==> config.mk <==
export PLATFORM = sky130hd
export DESIGN_NAME = twi_regport_slave
export DESIGN_NICKNAME = d
export VERILOG_FILES = /design/src/rtl/twi_pkg.sv /design/src/rtl/twi_line_sync.sv /design/src/rtl/twi_strap_latch.sv /design/src/rtl/twi_link_fsm.sv /design/src/rtl/twi_regport_slave.sv
export SDC_FILE = /design/constraint.sdc
export NUM_CORES = 1
export LEC_CHECK = 0
export BUFFER_PORTS_ARGS = -buffer_cell sky130_fd_sc_hd__buf_2
export CORE_MARGIN = 5
export CORE_UTILIZATION = 35
export DETAILED_ROUTE_END_ITERATION = 6
export HOLD_SLACK_MARGIN = 0.12
export PLACE_DENSITY = 0.64
export SLEW_MARGIN = 20
export SYNTH_ARGS = -nofsm -noshare
export SYNTH_HDL_FRONTEND = slang
export SYNTH_SLANG_ARGS = --single-unit
export TNS_END_PERCENT = 30
==> constraint.sdc <==
create_clock -name clk -period 5.2 [get_ports clk]
set_clock_uncertainty 0.05 [all_clocks]
set_input_delay 0.52 -clock clk [delete_from_list [all_inputs] [get_ports clk]]
set_output_delay 0.52 -clock clk [all_outputs]
set_load 0.01 [all_outputs]
==> src/rtl/twi_pkg.sv <==
package twi_pkg;

    localparam int BYTE_W = 8;
    localparam int CNT_W  = 4;

    typedef enum logic [3:0] {
        ST_IDLE,
        ST_ADDR,
        ST_ADDR_ACK,
        ST_INDEX,
        ST_INDEX_ACK,
        ST_WDATA,
        ST_WDATA_ACK,
        ST_TX,
        ST_MACK
    } link_state_e;

    typedef struct packed {
        logic scl;
        logic sda;
        logic scl_rise;
        logic scl_fall;
        logic start;
        logic stop;
    } line_evt_t;

    function automatic logic addr_hit(input logic [6:0] rx_addr,
                                      input logic [6:0] own_addr);
        return rx_addr == own_addr;
    endfunction

endpackage

==> src/rtl/twi_line_sync.sv <==
module twi_line_sync
    import twi_pkg::*;
#(
    parameter int STAGES = 2
) (
    input  logic      clk,
    input  logic      rst,
    input  logic      scl_in,
    input  logic      sda_in,
    output line_evt_t ev
);
    localparam int LAST = STAGES - 1;

    logic [LAST:0] scl_pipe;
    logic [LAST:0] sda_pipe;
    logic          scl_prev;
    logic          sda_prev;

    generate
        if (STAGES > 1) begin : g_multi
            always_ff @(posedge clk) begin
                if (rst) begin
                    scl_pipe <= '1;
                    sda_pipe <= '1;
                end else begin
                    scl_pipe <= {scl_pipe[LAST-1:0], scl_in};
                    sda_pipe <= {sda_pipe[LAST-1:0], sda_in};
                end
            end
        end else begin : g_single
            always_ff @(posedge clk) begin
                if (rst) begin
                    scl_pipe <= '1;
                    sda_pipe <= '1;
                end else begin
                    scl_pipe <= scl_in;
                    sda_pipe <= sda_in;
                end
            end
        end
    endgenerate

    always_ff @(posedge clk) begin
        if (rst) begin
            scl_prev <= 1'b1;
            sda_prev <= 1'b1;
        end else begin
            scl_prev <= scl_pipe[LAST];
            sda_prev <= sda_pipe[LAST];
        end
    end

    always_comb begin
        ev.scl      = scl_pipe[LAST];
        ev.sda      = sda_pipe[LAST];
        ev.scl_rise = scl_pipe[LAST] & ~scl_prev;
        ev.scl_fall = ~scl_pipe[LAST] & scl_prev;
        ev.start    = scl_pipe[LAST] & scl_prev & sda_prev & ~sda_pipe[LAST];
        ev.stop     = scl_pipe[LAST] & scl_prev & ~sda_prev & sda_pipe[LAST];
    end

endmodule

==> src/rtl/twi_strap_latch.sv <==
module twi_strap_latch #(
    parameter int WIDTH = 3
) (
    input  logic             clk,
    input  logic             rst,
    input  logic [WIDTH-1:0] strap_in,
    output logic [WIDTH-1:0] strap_q
);
    always_ff @(posedge clk) begin
        if (rst) strap_q <= strap_in;
    end
endmodule

==> src/rtl/twi_link_fsm.sv <==
module twi_link_fsm
    import twi_pkg::*;
#(
    parameter logic [6:0] OWN_MASK_HI = 7'b0011000,
    parameter int         STRAP_W     = 3
) (
    input  logic               clk,
    input  logic               rst,
    input  line_evt_t          ev,
    input  logic [STRAP_W-1:0] strap_q,
    input  logic [BYTE_W-1:0]  tx_byte,
    output logic               sda_oe,
    output logic [BYTE_W-1:0]  ptr,
    output logic [BYTE_W-1:0]  rx_byte,
    output logic               wr_pulse,
    output logic               rd_pulse
);
    localparam logic [CNT_W-1:0] FULL = CNT_W'(BYTE_W);
    localparam logic [CNT_W-1:0] LAST = CNT_W'(BYTE_W - 1);

    link_state_e       state;
    logic [CNT_W-1:0]  cnt;
    logic [BYTE_W-1:0] sr;
    logic [BYTE_W-1:0] tx_sr;
    logic              ack_drv;
    logic              rnw;
    logic [6:0]        own_addr;
    logic              rx_state;

    assign own_addr = OWN_MASK_HI | 7'(strap_q);
    assign rx_state = (state == ST_ADDR) || (state == ST_INDEX) || (state == ST_WDATA);

    always_ff @(posedge clk) begin
        if (rst) begin
            state   <= ST_IDLE;
            cnt     <= '0;
            sr      <= '0;
            tx_sr   <= '0;
            ptr     <= '0;
            ack_drv <= 1'b0;
            rnw     <= 1'b0;
        end else if (ev.start) begin
            state   <= ST_ADDR;
            cnt     <= '0;
            ack_drv <= 1'b0;
        end else if (ev.stop) begin
            state   <= ST_IDLE;
            ack_drv <= 1'b0;
        end else begin
            if (rx_state && ev.scl_rise && cnt != FULL) begin
                sr  <= {sr[BYTE_W-2:0], ev.sda};
                cnt <= cnt + 1'b1;
            end
            unique case (state)
                ST_ADDR: if (ev.scl_fall && cnt == FULL) begin
                    if (addr_hit(sr[7:1], own_addr)) begin
                        ack_drv <= 1'b1;
                        rnw     <= sr[0];
                        state   <= ST_ADDR_ACK;
                    end else begin
                        state   <= ST_IDLE;
                    end
                end
                ST_INDEX: if (ev.scl_fall && cnt == FULL) begin
                    ptr     <= sr;
                    ack_drv <= 1'b1;
                    state   <= ST_INDEX_ACK;
                end
                ST_WDATA: if (ev.scl_fall && cnt == FULL) begin
                    ack_drv <= 1'b1;
                    state   <= ST_WDATA_ACK;
                end
                ST_ADDR_ACK: if (ev.scl_fall) begin
                    ack_drv <= 1'b0;
                    cnt     <= '0;
                    if (rnw) begin
                        tx_sr <= tx_byte;
                        state <= ST_TX;
                    end else begin
                        state <= ST_INDEX;
                    end
                end
                ST_INDEX_ACK: if (ev.scl_fall) begin
                    ack_drv <= 1'b0;
                    cnt     <= '0;
                    state   <= ST_WDATA;
                end
                ST_WDATA_ACK: if (ev.scl_fall) begin
                    ack_drv <= 1'b0;
                    state   <= ST_IDLE;
                end
                ST_TX: if (ev.scl_fall) begin
                    if (cnt == LAST) begin
                        state <= ST_MACK;
                    end else begin
                        tx_sr <= {tx_sr[BYTE_W-2:0], 1'b0};
                        cnt   <= cnt + 1'b1;
                    end
                end
                ST_MACK: if (ev.scl_rise) state <= ST_IDLE;
                default: ;
            endcase
        end
    end

    assign sda_oe   = ack_drv | ((state == ST_TX) & ~tx_sr[BYTE_W-1]);
    assign rx_byte  = sr;
    assign wr_pulse = (state == ST_WDATA) && ev.scl_fall && (cnt == FULL);
    assign rd_pulse = (state == ST_ADDR_ACK) && ev.scl_fall && rnw;

endmodule

==> src/rtl/twi_regport_slave.sv <==
module twi_regport_slave
    import twi_pkg::*;
#(
    parameter int         SYNC_STAGES = 2,
    parameter int         STRAP_W     = 3,
    parameter logic [6:0] ADDR_HI     = 7'b0011000,
    parameter logic [7:0] EXT_LIMIT   = 8'h20,
    parameter logic [7:0] ID_HI       = 8'h60,
    parameter logic [7:0] ID_LO       = 8'h5A
) (
    input  logic               clk,
    input  logic               rst,
    input  logic               scl_in,
    input  logic               sda_in,
    output logic               sda_oe,
    input  logic [STRAP_W-1:0] strap_a,
    output logic [7:0]         reg_idx,
    output logic [7:0]         reg_wdata,
    output logic               reg_we,
    input  logic [7:0]         reg_rdata,
    output logic               reg_re
);
    localparam logic [7:0] ID_HI_IDX = EXT_LIMIT;
    localparam logic [7:0] ID_LO_IDX = EXT_LIMIT + 8'd1;

    line_evt_t          ev;
    logic [STRAP_W-1:0] addr_lo;
    logic [7:0]         ptr;
    logic [7:0]         rx_byte;
    logic [7:0]         tx_byte;
    logic               wr_pulse;
    logic               rd_pulse;
    logic               in_ext;

    twi_line_sync #(.STAGES(SYNC_STAGES)) u_sync (
        .clk    (clk),
        .rst    (rst),
        .scl_in (scl_in),
        .sda_in (sda_in),
        .ev     (ev)
    );

    twi_strap_latch #(.WIDTH(STRAP_W)) u_strap (
        .clk      (clk),
        .rst      (rst),
        .strap_in (strap_a),
        .strap_q  (addr_lo)
    );

    twi_link_fsm #(.OWN_MASK_HI(ADDR_HI), .STRAP_W(STRAP_W)) u_link (
        .clk      (clk),
        .rst      (rst),
        .ev       (ev),
        .strap_q  (addr_lo),
        .tx_byte  (tx_byte),
        .sda_oe   (sda_oe),
        .ptr      (ptr),
        .rx_byte  (rx_byte),
        .wr_pulse (wr_pulse),
        .rd_pulse (rd_pulse)
    );

    assign in_ext = ptr < EXT_LIMIT;

    always_comb begin
        if (in_ext)                tx_byte = reg_rdata;
        else if (ptr == ID_HI_IDX) tx_byte = ID_HI;
        else if (ptr == ID_LO_IDX) tx_byte = ID_LO;
        else                       tx_byte = 8'h00;
    end

    assign reg_idx   = ptr;
    assign reg_wdata = rx_byte;
    assign reg_we    = wr_pulse & in_ext;
    assign reg_re    = rd_pulse & in_ext;

endmodule

==> flow_metrics.py <==
metrics = {
    "clock_tree": {
        "cts.hold.buffers_added": 0,
        "cts-root-buf": "clkbuf_8",
        "cts_buffer_depth": 2,
        "numCtsBuffers": 5,
        "clock_latency_ns": 0.30,
        "cts.clk_slew.worst_paths_ns": 0.08,
        "ctsResizeCount": 0,
        "h-tree-depth": 2,
        "post_cts_buffers": 0,
        "cts_tree": "yes",
        "cts_num_sinks": 43,
    },
    "floorplanning": {
        "die-height_um": 87.8,
        "die_area_um2": 7720,
        "start_util_pct": 35.8,
        "num_rows": 28,
        "core_area_um2": 5920,
        "ios": 34,
        "die_width_um": 87.8,
    },
    "finish": {
        "drive_above_1_share_pct": 19.2,
        "regArea_um2": 891,
        "fillers": 587,
        "multiInputGateArea_um2": 1140,
        "fin_nets": 287,
        "syn2layout_area_growth_pct": 13.9,
        "utilization_pct": 40.8,
        "antenna_cells": 0,
    },
    "job": {
        "maxCapViolCount": 0,
    },
    "global_route": {
        "grt_overflow_total": 0,
        "grt_pass1_wl_um": 8020,
        "track_usage_pct": 13.3,
        "grt_pass1_vias": 1675,
        "grt_max_degree": 39,
        "grt_antenna_before_repair": 0,
    },
    "worst_setup_path": {
        "crit_family": "simple AND/OR/NAND/NOR gates",
        "cp_cell_sequence": "inv_1 -> or4_4 -> nor4_1 -> buf_2",
        "cp_data_arrival_time_ns": 2.16,
        "critPathMaxFanout": 18,
        "r2r-start": "u_link.state[0]",
        "start_kind": "flop",
        "worst_setup_path_end_kind": "output pin",
        "max_stage_delay_ns": 0.66,
        "cp-startpoint": "u_link.state[0]",
        "timing.reg2reg.setup_slack_ns": 2.82,
        "crit_type": "reg -> out",
        "crit_required_ns": 4.63,
        "cp_slowest_cell": "dfxtp_1",
        "cp_num_buf_inv": 2,
    },
    "route": {
        "drt_wl_total_um": 4830,
        "wl_per_cell_um": 14.0,
        "drc": 0,
        "antenna_left": 0,
        "via_per_inst": 5.38,
        "first_pass_iters": 4,
        "vias": 1861,
        "drtIter0Drc": 121,
    },
    "pwr": {
        "peakVddDrop_v": 0.000156,
        "p_leak_uw": 0.000942,
        "total_power_uw": 595,
        "cellPowerDensity_nw_per_um2": 246,
    },
    "timing": {
        "worst_pin_slew_ns": 0.865,
        "period_minus_slack_ns": 2.73,
        "period_share_pct": 52.5,
        "rsz0062_at_grt": "no",
        "slew_headroom_pct": 41.6,
        "fin_setup_tns_ns": 0,
        "clock.fmax_mhz": 366,
        "hold_violations": 0,
        "finalSetupViolations": 0,
        "slew_violations": 0,
    },
    "yosys": {
        "synth_nets": 261,
        "syn_inst": 244,
        "synth.distinct_cells": 50,
        "ys_seq_elements": 43,
        "avgSynthCellArea_um2": 8.69,
        "async_flop_share_pct": 0,
        "synthesis.area_um2": 2120,
        "seq_area_frac_synth_pct": 42.0,
        "synth-edff-count": 3,
        "synthFlopType": "dfxtp_1",
        "yosys_warnings": 0,
    },
    "worst_hold_path": {
        "min-delay-start": "strap_a[2]",
        "hold_class": "in -> reg",
    },
    "placed_design": {
        "gp_congestion": 0.852,
        "io_buffers": 33,
        "dp.final_hpwl_um": 3470,
    },
    "status": {
        "status": "finished, final reports clean",
    },
}
-- report_power, final --
| group | internal (uW) | switching [uW] | leakage [uW] |
|---|---|---|---|
| clock | 109 | 117 | 0.0000516 |
| sequential | 337 | 4.03 | 0.000353 |
| combinational | 11.9 | 16.2 | 0.000538 |
| total | 458 | 137 | 0.000942 |
-- cells in the final DEF (no fill, tap or decap), drive strengths merged, types with 5 or more instances in the layout --
master | synthesis | final
or2 | 8 | 8
clkbuf | 10 | 6
nor3 | 8 | 8
nor2 | 29 | 29
nand2 | 20 | 20
o211ai | 8 | 8
dfxtp | 40 | 40
inv | 8 | 9
buf | 4 | 33
a21oi | 15 | 15
nand3 | 11 | 11
mux2i | 17 | 17
xnor2 | 5 | 5
-- stage by stage --
step | hold slack, ns | setup slack (ns) | cells | instance area [um^2]
after CTS | 0.332 | 2.46 | 346 | 2410
after detailed placement | 0.344 | 2.79 | 338 | 2320
final | 0.343 | 2.47 | 346 | 2410
after floorplan | 0.339 | 3.08 | 244 | 2120
after global placement | 0.351 | 2.85 | 338 | 2320
after global routing | 0.329 | 2.30 | 346 | 2410
-- metal layers --
| metal | GRT usage (%) | up-vias | part of all wire, % |
|---|---|---|---|
| met5 | 0 | - | 0 |
| met4 | 5.86 | 0 | 2.1 |
| met3 | 3.10 | 8 | 4.7 |
| met2 | 19.9 | 42 | 45 |
| met1 | 18.2 | 867 | 49 |
| li1 | - | 944 | - |
-- state kept, by name, summed over array words and instances (netlist names) --
signal,count
u_sync.sda_prev,1
u_strap.strap_q,3
u_link.ptr,8
u_link.tx_sr,8
u_link.rx_byte,8
u_link.cnt,4
u_sync.sda_pipe,2
u_link.ack_drv,1
u_link.state,4
u_link.rnw,1
u_sync.scl_pipe,2
u_sync.scl_prev,1
-- worst reg2reg max path, delay by kind of cell (launching register included) --
kind,cells,cell delay [ns]
AND/OR/NAND/NOR,3,1.10
multiplexers,1,0.27
flip-flops,1,0.66
buffers and inverters,1,0.17
-- synthesized netlist by cell type, types with 3 or more instances --
| cell | instances | area share (%) |
|---|---|---|
| a21oi_1 | 15 | 3.5 |
| o21ai_0 | 4 | 0.94 |
| inv_1 | 8 | 1.4 |
| nand4_1 | 4 | 1.2 |
| nor2_1 | 29 | 5.1 |
| clkbuf_1 | 10 | 1.8 |
| edfxtp_1 | 3 | 4.2 |
| a31oi_1 | 3 | 0.89 |
| xnor2_1 | 5 | 2.1 |
| nand3_1 | 11 | 2.6 |
| mux2i_1 | 17 | 8.0 |
| o211ai_1 | 8 | 2.8 |
| dfxtp_1 | 40 | 38 |
| o311ai_0 | 3 | 1.2 |
| nor3_1 | 7 | 1.7 |
| or2_2 | 8 | 2.4 |
| nor2b_1 | 4 | 1.2 |
| nand2_1 | 20 | 3.5 |
-- logic make-up after synthesis --
| kind of cell | count (synthesis) | synth area share (%) |
|---|---|---|
| and+or+nand+nor | 99 | 24.1 |
| AOI/OAI and AO/OA | 54 | 17.5 |
| DFF | 43 | 42.0 |
| buffers and inverters | 22 | 4.31 |
| muxes | 17 | 8.02 |
| xor gates and xnor gates | 7 | 2.89 |
| adders and majority gates | 2 | 1.18 |
-- final timing paths --
kind | end | depth (start not counted)
min | u_strap.strap_q[2] | 1
max reg2reg | u_link.ptr[2] | 5
max | reg_we | 4
min reg2reg | u_sync.sda_pipe[1] | 1
-- layout make-up --
| class | instances | share of cell area (%) |
|---|---|---|
| Multi-Input combinational cell | 179 | 47.2 |
| Sequential cell | 43 | 36.9 |
| Timing Repair Buffer | 33 | 6.84 |
| Tap cell | 75 | 3.89 |
| Clock buffer | 6 | 3.42 |
| Inverter | 8 | 1.24 |
| Clock inverter | 2 | 0.570 |
Note: power is estimated with default switching activity, not from simulation.
